## src/rtl/uart_modem_pkg.sv

```systemverilog
package uart_modem_pkg;
  localparam int BYTE_W  = 8;
  localparam int FRAME_W = 12;
  localparam int LIM_W   = 13;

  localparam logic [5:0] OFS_CTRL  = 6'h00;
  localparam logic [5:0] OFS_MODE  = 6'h04;
  localparam logic [5:0] OFS_BAUD  = 6'h08;
  localparam logic [5:0] OFS_STAT  = 6'h0C;
  localparam logic [5:0] OFS_DATA  = 6'h10;
  localparam logic [5:0] OFS_MCTL  = 6'h14;
  localparam logic [5:0] OFS_MSTAT = 6'h20;

  // order matches mode bits 3..0
  typedef struct packed {
    logic stop2;
    logic par_odd;
    logic par_en;
    logic len7;
  } fmt_t;

  typedef struct packed {
    logic [BYTE_W-1:0] data;
    logic              perr;
    logic              ferr;
  } rxres_t;

  function automatic logic [3:0] frame_bits(fmt_t f);
    return 4'd1 + (f.len7 ? 4'd7 : 4'd8) + {3'd0, f.par_en} + (f.stop2 ? 4'd2 : 4'd1);
  endfunction

  function automatic logic par_bit(logic [BYTE_W-1:0] d, fmt_t f);
    logic [BYTE_W-1:0] m;
    m = f.len7 ? {1'b0, d[6:0]} : d;
    return (^m) ^ f.par_odd;
  endfunction

  function automatic logic [FRAME_W-1:0] build_frame(logic [BYTE_W-1:0] d, fmt_t f);
    logic [FRAME_W-1:0] fr;
    int pos;
    fr = '1;
    fr[0] = 1'b0;
    for (int i = 0; i < BYTE_W; i++)
      if (i < 7 || !f.len7) fr[1+i] = d[i];
    pos = f.len7 ? 8 : 9;
    if (f.par_en) fr[pos] = par_bit(d, f);
    return fr;
  endfunction

  // b[0] is the first bit after the start bit
  function automatic rxres_t split_frame(logic [FRAME_W-2:0] b, fmt_t f);
    rxres_t r;
    int pos;
    r.data = f.len7 ? {1'b0, b[6:0]} : b[7:0];
    pos = f.len7 ? 7 : 8;
    r.perr = 1'b0;
    if (f.par_en) begin
      r.perr = (b[pos] != par_bit(r.data, f));
      pos++;
    end
    r.ferr = !b[pos];
    if (f.stop2) r.ferr = r.ferr | !b[pos+1];
    return r;
  endfunction

  function automatic logic [LIM_W-1:0] tick_limit(logic [7:0] baud, logic [3:0] dv);
    logic [LIM_W-1:0] a;
    logic [LIM_W-1:0] b;
    a = {5'd0, baud} + 1'b1;
    b = {9'd0, dv} + 1'b1;
    return LIM_W'(a * b - 1'b1);
  endfunction
endpackage

```

## src/rtl/uart_modem_baud.sv

```systemverilog
module uart_modem_baud
  import uart_modem_pkg::*;
(
  input  logic             clk,
  input  logic             rst_n,
  input  logic [LIM_W-1:0] lim,
  output logic             tick
);
  logic [LIM_W-1:0] cnt;

  assign tick = (cnt >= lim);

  always_ff @(posedge clk or negedge rst_n) begin
    if (!rst_n)    cnt <= '0;
    else if (tick) cnt <= '0;
    else           cnt <= cnt + 1'b1;
  end

  a_r2_tick_spacing: assert property (@(posedge clk) disable iff (!rst_n)
    ($past(tick) && $stable(lim) && lim != '0) |-> !tick);
endmodule

```

## src/rtl/uart_modem_tx.sv

```systemverilog
module uart_modem_tx
  import uart_modem_pkg::*;
#(
  parameter int OVS = 16
)(
  input  logic              clk,
  input  logic              rst_n,
  input  logic              tick,
  input  logic              ld,
  input  logic [BYTE_W-1:0] ld_data,
  input  fmt_t              fmt,
  input  logic              go_ok,
  output logic              txd,
  output logic              busy,
  output logic              thr_full,
  output logic              start
);
  localparam int SUB_W = $clog2(OVS);
  localparam logic [SUB_W-1:0] SUB_LAST = SUB_W'(OVS - 1);

  logic [BYTE_W-1:0]  thr;
  logic [FRAME_W-1:0] sh;
  logic [3:0]         nleft;
  logic [SUB_W-1:0]   sub;

  assign start = !busy && thr_full && go_ok;
  assign txd   = busy ? sh[0] : 1'b1;

  always_ff @(posedge clk or negedge rst_n) begin
    if (!rst_n) begin
      thr      <= '0;
      thr_full <= 1'b0;
      busy     <= 1'b0;
      sh       <= '1;
      nleft    <= '0;
      sub      <= '0;
    end else begin
      if (ld) begin
        thr      <= ld_data;
        thr_full <= 1'b1;
      end
      if (start) begin
        sh       <= build_frame(thr, fmt);
        nleft    <= frame_bits(fmt);
        sub      <= '0;
        busy     <= 1'b1;
        thr_full <= 1'b0;
      end else if (busy && tick) begin
        if (sub == SUB_LAST) begin
          sub   <= '0;
          sh    <= {1'b1, sh[FRAME_W-1:1]};
          nleft <= nleft - 1'b1;
          if (nleft == 4'd1) busy <= 1'b0;
        end else begin
          sub <= sub + 1'b1;
        end
      end
    end
  end

  a_r3_start_low: assert property (@(posedge clk) disable iff (!rst_n)
    $rose(busy) |-> !txd);
endmodule

```

## src/rtl/uart_modem_rx.sv

```systemverilog
module uart_modem_rx
  import uart_modem_pkg::*;
#(
  parameter int OVS = 16
)(
  input  logic   clk,
  input  logic   rst_n,
  input  logic   tick,
  input  logic   rxd_s,
  input  logic   en,
  input  fmt_t   fmt,
  output logic   done,
  output rxres_t res,
  output logic   active
);
  localparam int SUB_W = $clog2(OVS);
  localparam logic [SUB_W-1:0] SUB_HALF = SUB_W'(OVS / 2 - 1);
  localparam logic [SUB_W-1:0] SUB_LAST = SUB_W'(OVS - 1);

  typedef enum logic [1:0] {RX_IDLE, RX_START, RX_BITS} rx_st_t;

  rx_st_t             st;
  logic [SUB_W-1:0]   sub;
  logic [3:0]         idx;
  logic [FRAME_W-2:0] bits_q;
  logic [3:0]         last_idx;

  assign last_idx = frame_bits(fmt) - 4'd2;
  assign res      = split_frame(bits_q, fmt);
  assign active   = (st != RX_IDLE);

  always_ff @(posedge clk or negedge rst_n) begin
    if (!rst_n) begin
      st     <= RX_IDLE;
      sub    <= '0;
      idx    <= '0;
      bits_q <= '1;
      done   <= 1'b0;
    end else begin
      done <= 1'b0;
      case (st)
        RX_IDLE: if (en && !rxd_s) begin
          st  <= RX_START;
          sub <= '0;
        end
        RX_START: if (tick) begin
          if (sub == SUB_HALF) begin
            sub <= '0;
            idx <= '0;
            st  <= rxd_s ? RX_IDLE : RX_BITS;
          end else begin
            sub <= sub + 1'b1;
          end
        end
        RX_BITS: if (tick) begin
          if (sub == SUB_LAST) begin
            sub         <= '0;
            bits_q[idx] <= rxd_s;
            idx         <= idx + 1'b1;
            if (idx == last_idx) begin
              st   <= RX_IDLE;
              done <= 1'b1;
            end
          end else begin
            sub <= sub + 1'b1;
          end
        end
        default: st <= RX_IDLE;
      endcase
    end
  end

  a_r5_done_single: assert property (@(posedge clk) disable iff (!rst_n)
    done |=> !done);
endmodule

```

## src/rtl/uart_modem.sv

```systemverilog
module uart_modem
  import uart_modem_pkg::*;
#(
  parameter int OVS         = 16,
  parameter int SYNC_STAGES = 2,
  parameter int ADDR_W      = 6
)(
  input  logic              clk,
  input  logic              rst_n,
  input  logic              rd_en,
  input  logic              wr_en,
  input  logic [ADDR_W-1:0] addr,
  input  logic [BYTE_W-1:0] wdata,
  output logic [BYTE_W-1:0] rdata,
  output logic              txd,
  input  logic              rxd,
  input  logic              cts_i,
  input  logic              dsr_i,
  input  logic              dcd_i,
  input  logic              ri_i,
  output logic              rts_o,
  output logic              dtr_o,
  output logic              irq
);
  localparam int NIN = 5;
  localparam logic [NIN-1:0] SY_RST = 5'b00001;

  logic [BYTE_W-1:0] ctrl, mode, baud, mctl, rbr, status;
  logic rx_full, ovr, ferr, perr, msc;
  logic [3:0] prev_ml, ml, ext_ml;

  // input synchronizers: {ri, dcd, dsr, cts, rxd}
  logic [NIN-1:0] sy [SYNC_STAGES];
  always_ff @(posedge clk or negedge rst_n) begin
    if (!rst_n) sy[0] <= SY_RST;
    else        sy[0] <= {ri_i, dcd_i, dsr_i, cts_i, rxd};
  end
  for (genvar g = 1; g < SYNC_STAGES; g++) begin : g_sync
    always_ff @(posedge clk or negedge rst_n) begin
      if (!rst_n) sy[g] <= SY_RST;
      else        sy[g] <= sy[g-1];
    end
  end

  logic rxd_s, cts_eff;
  assign rxd_s  = sy[SYNC_STAGES-1][0];
  assign ext_ml = sy[SYNC_STAGES-1][4:1];
  assign ml     = mctl[3] ? {1'b0, mctl[1], mctl[1], mctl[0]} : ext_ml;
  assign cts_eff = ml[0];
  assign rts_o  = mctl[0];
  assign dtr_o  = mctl[1];

  // register strobes
  logic wr_sel_data, rd_sel_data, rd_sel_stat, rd_sel_msr;
  assign wr_sel_data = wr_en && (addr == ADDR_W'(OFS_DATA));
  assign rd_sel_data = rd_en && (addr == ADDR_W'(OFS_DATA));
  assign rd_sel_stat = rd_en && (addr == ADDR_W'(OFS_STAT));
  assign rd_sel_msr  = rd_en && (addr == ADDR_W'(OFS_MSTAT));

  fmt_t fmt;
  logic [LIM_W-1:0] lim;
  assign fmt = fmt_t'(mode[3:0]);
  assign lim = tick_limit(baud, mode[7:4]);

  logic tick, tx_busy, thr_full, tx_start, tx_ld, tx_go;
  logic rx_done, rx_active;
  rxres_t rx_res;

  assign tx_ld = wr_sel_data && ctrl[1] && !thr_full;
  assign tx_go = ctrl[1] && (!ctrl[3] || cts_eff);

  uart_modem_baud u_baud (
    .clk(clk), .rst_n(rst_n), .lim(lim), .tick(tick)
  );

  uart_modem_tx #(.OVS(OVS)) u_tx (
    .clk(clk), .rst_n(rst_n), .tick(tick), .ld(tx_ld), .ld_data(wdata),
    .fmt(fmt), .go_ok(tx_go), .txd(txd), .busy(tx_busy),
    .thr_full(thr_full), .start(tx_start)
  );

  uart_modem_rx #(.OVS(OVS)) u_rx (
    .clk(clk), .rst_n(rst_n), .tick(tick), .rxd_s(rxd_s), .en(ctrl[0]),
    .fmt(fmt), .done(rx_done), .res(rx_res), .active(rx_active)
  );

  assign status = {msc, ovr, ferr, perr, tx_busy, rx_active, !thr_full, rx_full};

  always_comb begin
    rdata = '0;
    case (addr)
      ADDR_W'(OFS_CTRL):  rdata = ctrl;
      ADDR_W'(OFS_MODE):  rdata = mode;
      ADDR_W'(OFS_BAUD):  rdata = baud;
      ADDR_W'(OFS_STAT):  rdata = status;
      ADDR_W'(OFS_DATA):  rdata = rbr;
      ADDR_W'(OFS_MCTL):  rdata = mctl;
      ADDR_W'(OFS_MSTAT): rdata = {4'd0, ml};
      default:            rdata = '0;
    endcase
  end

  assign irq = |(ctrl[7:4] & {msc, ovr | ferr | perr, !thr_full, rx_full});

  always_ff @(posedge clk or negedge rst_n) begin
    if (!rst_n) begin
      ctrl <= '0; mode <= '0; baud <= '0; mctl <= '0;
    end else if (wr_en) begin
      case (addr)
        ADDR_W'(OFS_CTRL): ctrl <= wdata;
        ADDR_W'(OFS_MODE): mode <= wdata;
        ADDR_W'(OFS_BAUD): baud <= wdata;
        ADDR_W'(OFS_MCTL): mctl <= wdata;
        default: ;
      endcase
    end
  end

  always_ff @(posedge clk or negedge rst_n) begin
    if (!rst_n) begin
      rbr <= '0; rx_full <= 1'b0; ovr <= 1'b0; ferr <= 1'b0; perr <= 1'b0;
    end else begin
      if (rd_sel_data) rx_full <= 1'b0;
      if (rd_sel_stat) begin
        ovr <= 1'b0; ferr <= 1'b0; perr <= 1'b0;
      end
      if (rx_done) begin
        if (rx_full) begin
          ovr <= 1'b1;
        end else begin
          rbr     <= rx_res.data;
          rx_full <= 1'b1;
          if (rx_res.perr) perr <= 1'b1;
          if (rx_res.ferr) ferr <= 1'b1;
        end
      end
    end
  end

  always_ff @(posedge clk or negedge rst_n) begin
    if (!rst_n) begin
      msc <= 1'b0; prev_ml <= '0;
    end else begin
      prev_ml <= ml;
      if (rd_sel_msr) msc <= 1'b0;
      if (mctl[2] && (ml != prev_ml)) msc <= 1'b1;
    end
  end

  a_r7_overrun_set: assert property (@(posedge clk) disable iff (!rst_n)
    (rx_done && rx_full) |=> ovr);
  a_r7_keep_old: assert property (@(posedge clk) disable iff (!rst_n)
    (rx_done && rx_full) |=> $stable(rbr));
  a_r7_err_clear: assert property (@(posedge clk) disable iff (!rst_n)
    (rd_sel_stat && !rx_done) |=> ({ovr, ferr, perr} == 3'b000));
  a_r9_quiet: assert property (@(posedge clk) disable iff (!rst_n)
    (!mctl[2] && !msc) |=> !msc);
  a_r10_flow_hold: assert property (@(posedge clk) disable iff (!rst_n)
    (ctrl[3] && !cts_eff) |-> !tx_start);
endmodule

```

## config.mk

```make
export PLATFORM = sky130hd
export DESIGN_NAME = uart_modem
export DESIGN_NICKNAME = d
export VERILOG_FILES = /design/src/rtl/uart_modem_pkg.sv /design/src/rtl/uart_modem_baud.sv /design/src/rtl/uart_modem_tx.sv /design/src/rtl/uart_modem_rx.sv /design/src/rtl/uart_modem.sv
export SDC_FILE = /design/constraint.sdc
export NUM_CORES = 1
export LEC_CHECK = 0
export BUFFER_PORTS_ARGS = -buffer_cell sky130_fd_sc_hd__buf_2
export CORE_MARGIN = 10
export CORE_UTILIZATION = 63
export DETAILED_ROUTE_END_ITERATION = 8
export PLACE_DENSITY_LB_ADDON = 0.08
export RECOVER_POWER = 50
export SLEW_MARGIN = 20
export SYNTH_ARGS = -nofsm -noshare
export SYNTH_HDL_FRONTEND = slang
export SYNTH_HIERARCHICAL = 1
export SYNTH_SLANG_ARGS = --single-unit
```

## constraint.sdc

```tcl
create_clock -name clk -period 7.13 [get_ports clk]
set_input_delay 1.7825 -clock clk [delete_from_list [all_inputs] [get_ports clk]]
set_output_delay 1.7825 -clock clk [all_outputs]
set_load 0.01 [all_outputs]
```

==> impl_metrics.env <==
export IMPL_placementRows=42
export IMPL_cp_end_kind="flop"
export IMPL_crit_type="flop to flop"
export IMPL_die_w_um=136
export IMPL_async_flop_share_pct=100
export IMPL_antenna_found_initial=0
export IMPL_tightestPinTransition_ns=2.51
export IMPL_syn_nets=943
export IMPL_dr_pass1_iters=5
export IMPL_io_buffers=34
export IMPL_finalCritPeriodShare_pct=94.3
export IMPL_diodes=0
export IMPL_ios=35
export IMPL_slew_headroom_pct=-67.3
export IMPL_cts_sinks=122
export IMPL_hpwl_mm=13.9
export IMPL_postSynthAreaPerCell_um2=10.2
export IMPL_path_max_fanout=10
export IMPL_power_leakage_nw=4.38
export IMPL_rr_endpoint="u_rx/bits_q[4]"
export IMPL_drv_slew=125
export IMPL_coreArea_mm2=0.0132
export IMPL_avgViaCountPerCell=5.95
export IMPL_final_util_pct=71.5
export IMPL_grt_use_total_pct=21.4
export IMPL_crit_slowest_cell="or4_4"
export IMPL_worstHoldStart="sy[8]"
export IMPL_post_cts_buffers=0
export IMPL_initial_core_util_pct=64.2
export IMPL_dr_total_vias=6276
export IMPL_power_density_mw_per_mm2=327
export IMPL_die_y_um=136
export IMPL_syn_inst=830
export IMPL_htree_num_levels=4
export IMPL_slowest_delay_ns=0.55
export IMPL_violations="capacitance limit, slew limit"
export IMPL_grt_max_degree=76
export IMPL_placed_area_mm2=0.00877
export IMPL_post_drt_wl_per_cell_um=17.8
export IMPL_cts_tree="built"
export IMPL_grt_pass1_wl_mm=31.9
export IMPL_path_clk_slew_ns=0.06
export IMPL_outcome="finished, violations left"
export IMPL_grt_remaining_overflow=0
export IMPL_period_minus_slack_ns=6.73
export IMPL_skew_ns=0.0153
export IMPL_yosysUniqueCellTypes=73
export IMPL_cp_data_required_time_ns=7.48
export IMPL_layout_drive_gt1_share_pct=21.8
export IMPL_cp_arrival_ns=7.08
export IMPL_initialDrtViolationCount=472
export IMPL_r2r_cells=25
export IMPL_synth_ff_type="dfrtp_1"
export IMPL_hold_end="ext_ml[2]"
export IMPL_synth_edf_count=0
export IMPL_drc=0
export IMPL_rsz0062_at_grt="no"
export IMPL_dieArea_mm2=0.0185
export IMPL_final_cell_area_mm2=0.00943
export IMPL_setup_tns_ns=0
export IMPL_wirelength_mm=18.7
export IMPL_hold_viol=0
export IMPL_ff2ff_setup_slack_ns=0.40
export IMPL_yosys_warnings=6
export IMPL_grt_pass1_vias=6635
export IMPL_ir_drop_mv=0.236
export IMPL_whs_path_depth=0
export IMPL_netlist_area_mm2=0.00847
export IMPL_fmax_ghz=0.149
export IMPL_syn_to_final_growth_pct=11.3
export IMPL_nets=978
export IMPL_hold_path_class="flop to flop"
export IMPL_ys_ff_latch=122
export IMPL_insertion_delay_ns=0.42
export IMPL_drv_cap=2
export IMPL_antenna_left=0
export IMPL_start_kind="flop"
export IMPL_cts_root_buffer="clkbuf_16"
export IMPL_setup_viol=0
export IMPL_yosysSeqAreaShare_pct=36.4
export IMPL_timing_rr_start="baud[0]"
export IMPL_numCtsBuffers=17
export IMPL_cts_path_max_buffers=2
export IMPL_fillers=970
export IMPL_place_congestion=0.939
-- worst max-delay path, delay by kind of cell, from the launching register on --
| family | cells | cell delay [ns] |
|---|---|---|
| adders and majority gates | 6 | 2.41 |
| and+or+nand+nor | 9 | 2.21 |
| AOI/OAI and AO/OA | 4 | 0.65 |
| DFF | 1 | 0.48 |
| xor gates and xnor gates | 2 | 0.43 |
| muxes | 1 | 0.32 |
| buffers and inverters | 3 | 0.15 |
-- final cells by class --
class	count	area, um^2	share of cell area [%]
timing repair buffer	42	223	2.36
inverter	105	395	4.19
multi-input combinational	577	4870	51.7
tap	176	220	2.34
sequential	122	3080	32.7
clock buffer	18	429	4.55
clock inverter	14	209	2.22
-- where the power goes --
group / leakage (nW) / total, mW / switching [mW] / internal [mW]
sequential: 1.55 / 0.875 / 0.100 / 0.775
clock: 0.309 / 0.932 / 0.338 / 0.595
combinational: 2.52 / 1.27 / 0.708 / 0.563
-- timing repair --
action | in CTS | in global routing
gates resized for setup | 0 | 5
hold buffers | 0 | 0
setup endpoints to repair | 0 | 11
-- worst max path at each step --
stage | start | to | depth (start not counted)
2_1_floorplan | mode[4] | u_rx/bits_q[10] | 24
3_3_place_gp | baud[0] | u_rx/bits_q[10] | 25
3_5_place_dp | baud[0] | u_rx/bits_q[10] | 24
4_1_cts | baud[0] | u_rx/bits_q[10] | 24
5_1_grt | baud[0] | u_rx/bits_q[4] | 25
6_report | baud[0] | u_rx/bits_q[4] | 25
-- per-stage QoR --
step	instances	setup WS [ns]	total power [mW]	hold WS, ns
floorplan	830	0.836	1.87	0.331
global placement	1022	0.494	2.09	0.333
detailed placement	1022	0.260	2.16	0.342
CTS	1054	0.256	3.10	0.355
global route	1054	0.0159	3.32	0.357
finish	1054	0.404	3.08	0.352
-- placed cells by master, fill, tap and decap left out, types with 20 or more instances in the layout --
cell type and instances:
nor2_1 37, xnor2_1 43, mux2_2 56, dfstp_2 23, xor2_1 20, nand2_1 81
dfrtp_1 99, nand3_1 30, fa_1 27, buf_2 30, ha_1 63, inv_1 103
-- logic make-up (layout without fill, tap and decap cells) --
group,after synthesis,after routing,synth area share (%)
AND/OR/NAND/NOR,250,250,16.6
buffers and inverters,131,179,6.50
flip-flops,122,122,36.4
AO/OA/AOI/OAI,105,105,8.95
adder cells (fa/ha/maj),90,90,15.7
XOR/XNOR,66,66,7.16
multiplexers,66,66,8.69
-- routing by layer --
metal  up-vias  GRT usage [%]  routed length, um
met4         0           8.46                399
met2       164           38.0               9830
met3        34           3.76                700
met5         -              0                  0
li1       2929              -                  -
met1      3149           25.0               7820
-- synth_stat cells, drive strengths merged (17+ instances only) --
cell type / number / area share, %
dfrtp: 99 / 29
dfstp: 23 / 7.1
fa: 27 / 6.4
ha: 63 / 9.3
inv: 104 / 4.6
mux2: 60 / 8.0
nand2: 83 / 3.8
nand3: 31 / 1.8
nor2: 39 / 1.8
nor4: 19 / 2.8
o21ai: 17 / 1.0
xnor2: 43 / 4.4
xor2: 21 / 2.2
-- sequential cells by signal, indices dropped and copies added, names as in the netlist, 2 cells and up --
| register | count |
|---|---|
| u_rx/bits_q | 11 |
| u_rx/st | 2 |
| u_tx/sh | 10 |
| sy | 5 |
| mctl | 8 |
| rbr | 8 |
| ext_ml | 4 |
| ctrl | 8 |
| u_tx/nleft | 4 |
| u_tx/thr | 8 |
| baud | 8 |
| mode | 8 |
| prev_ml | 4 |
| u_tx/sub | 4 |
| u_rx/sub | 4 |
| u_baud/cnt | 13 |
| u_rx/idx | 4 |
(Power assumes the default switching activity.)
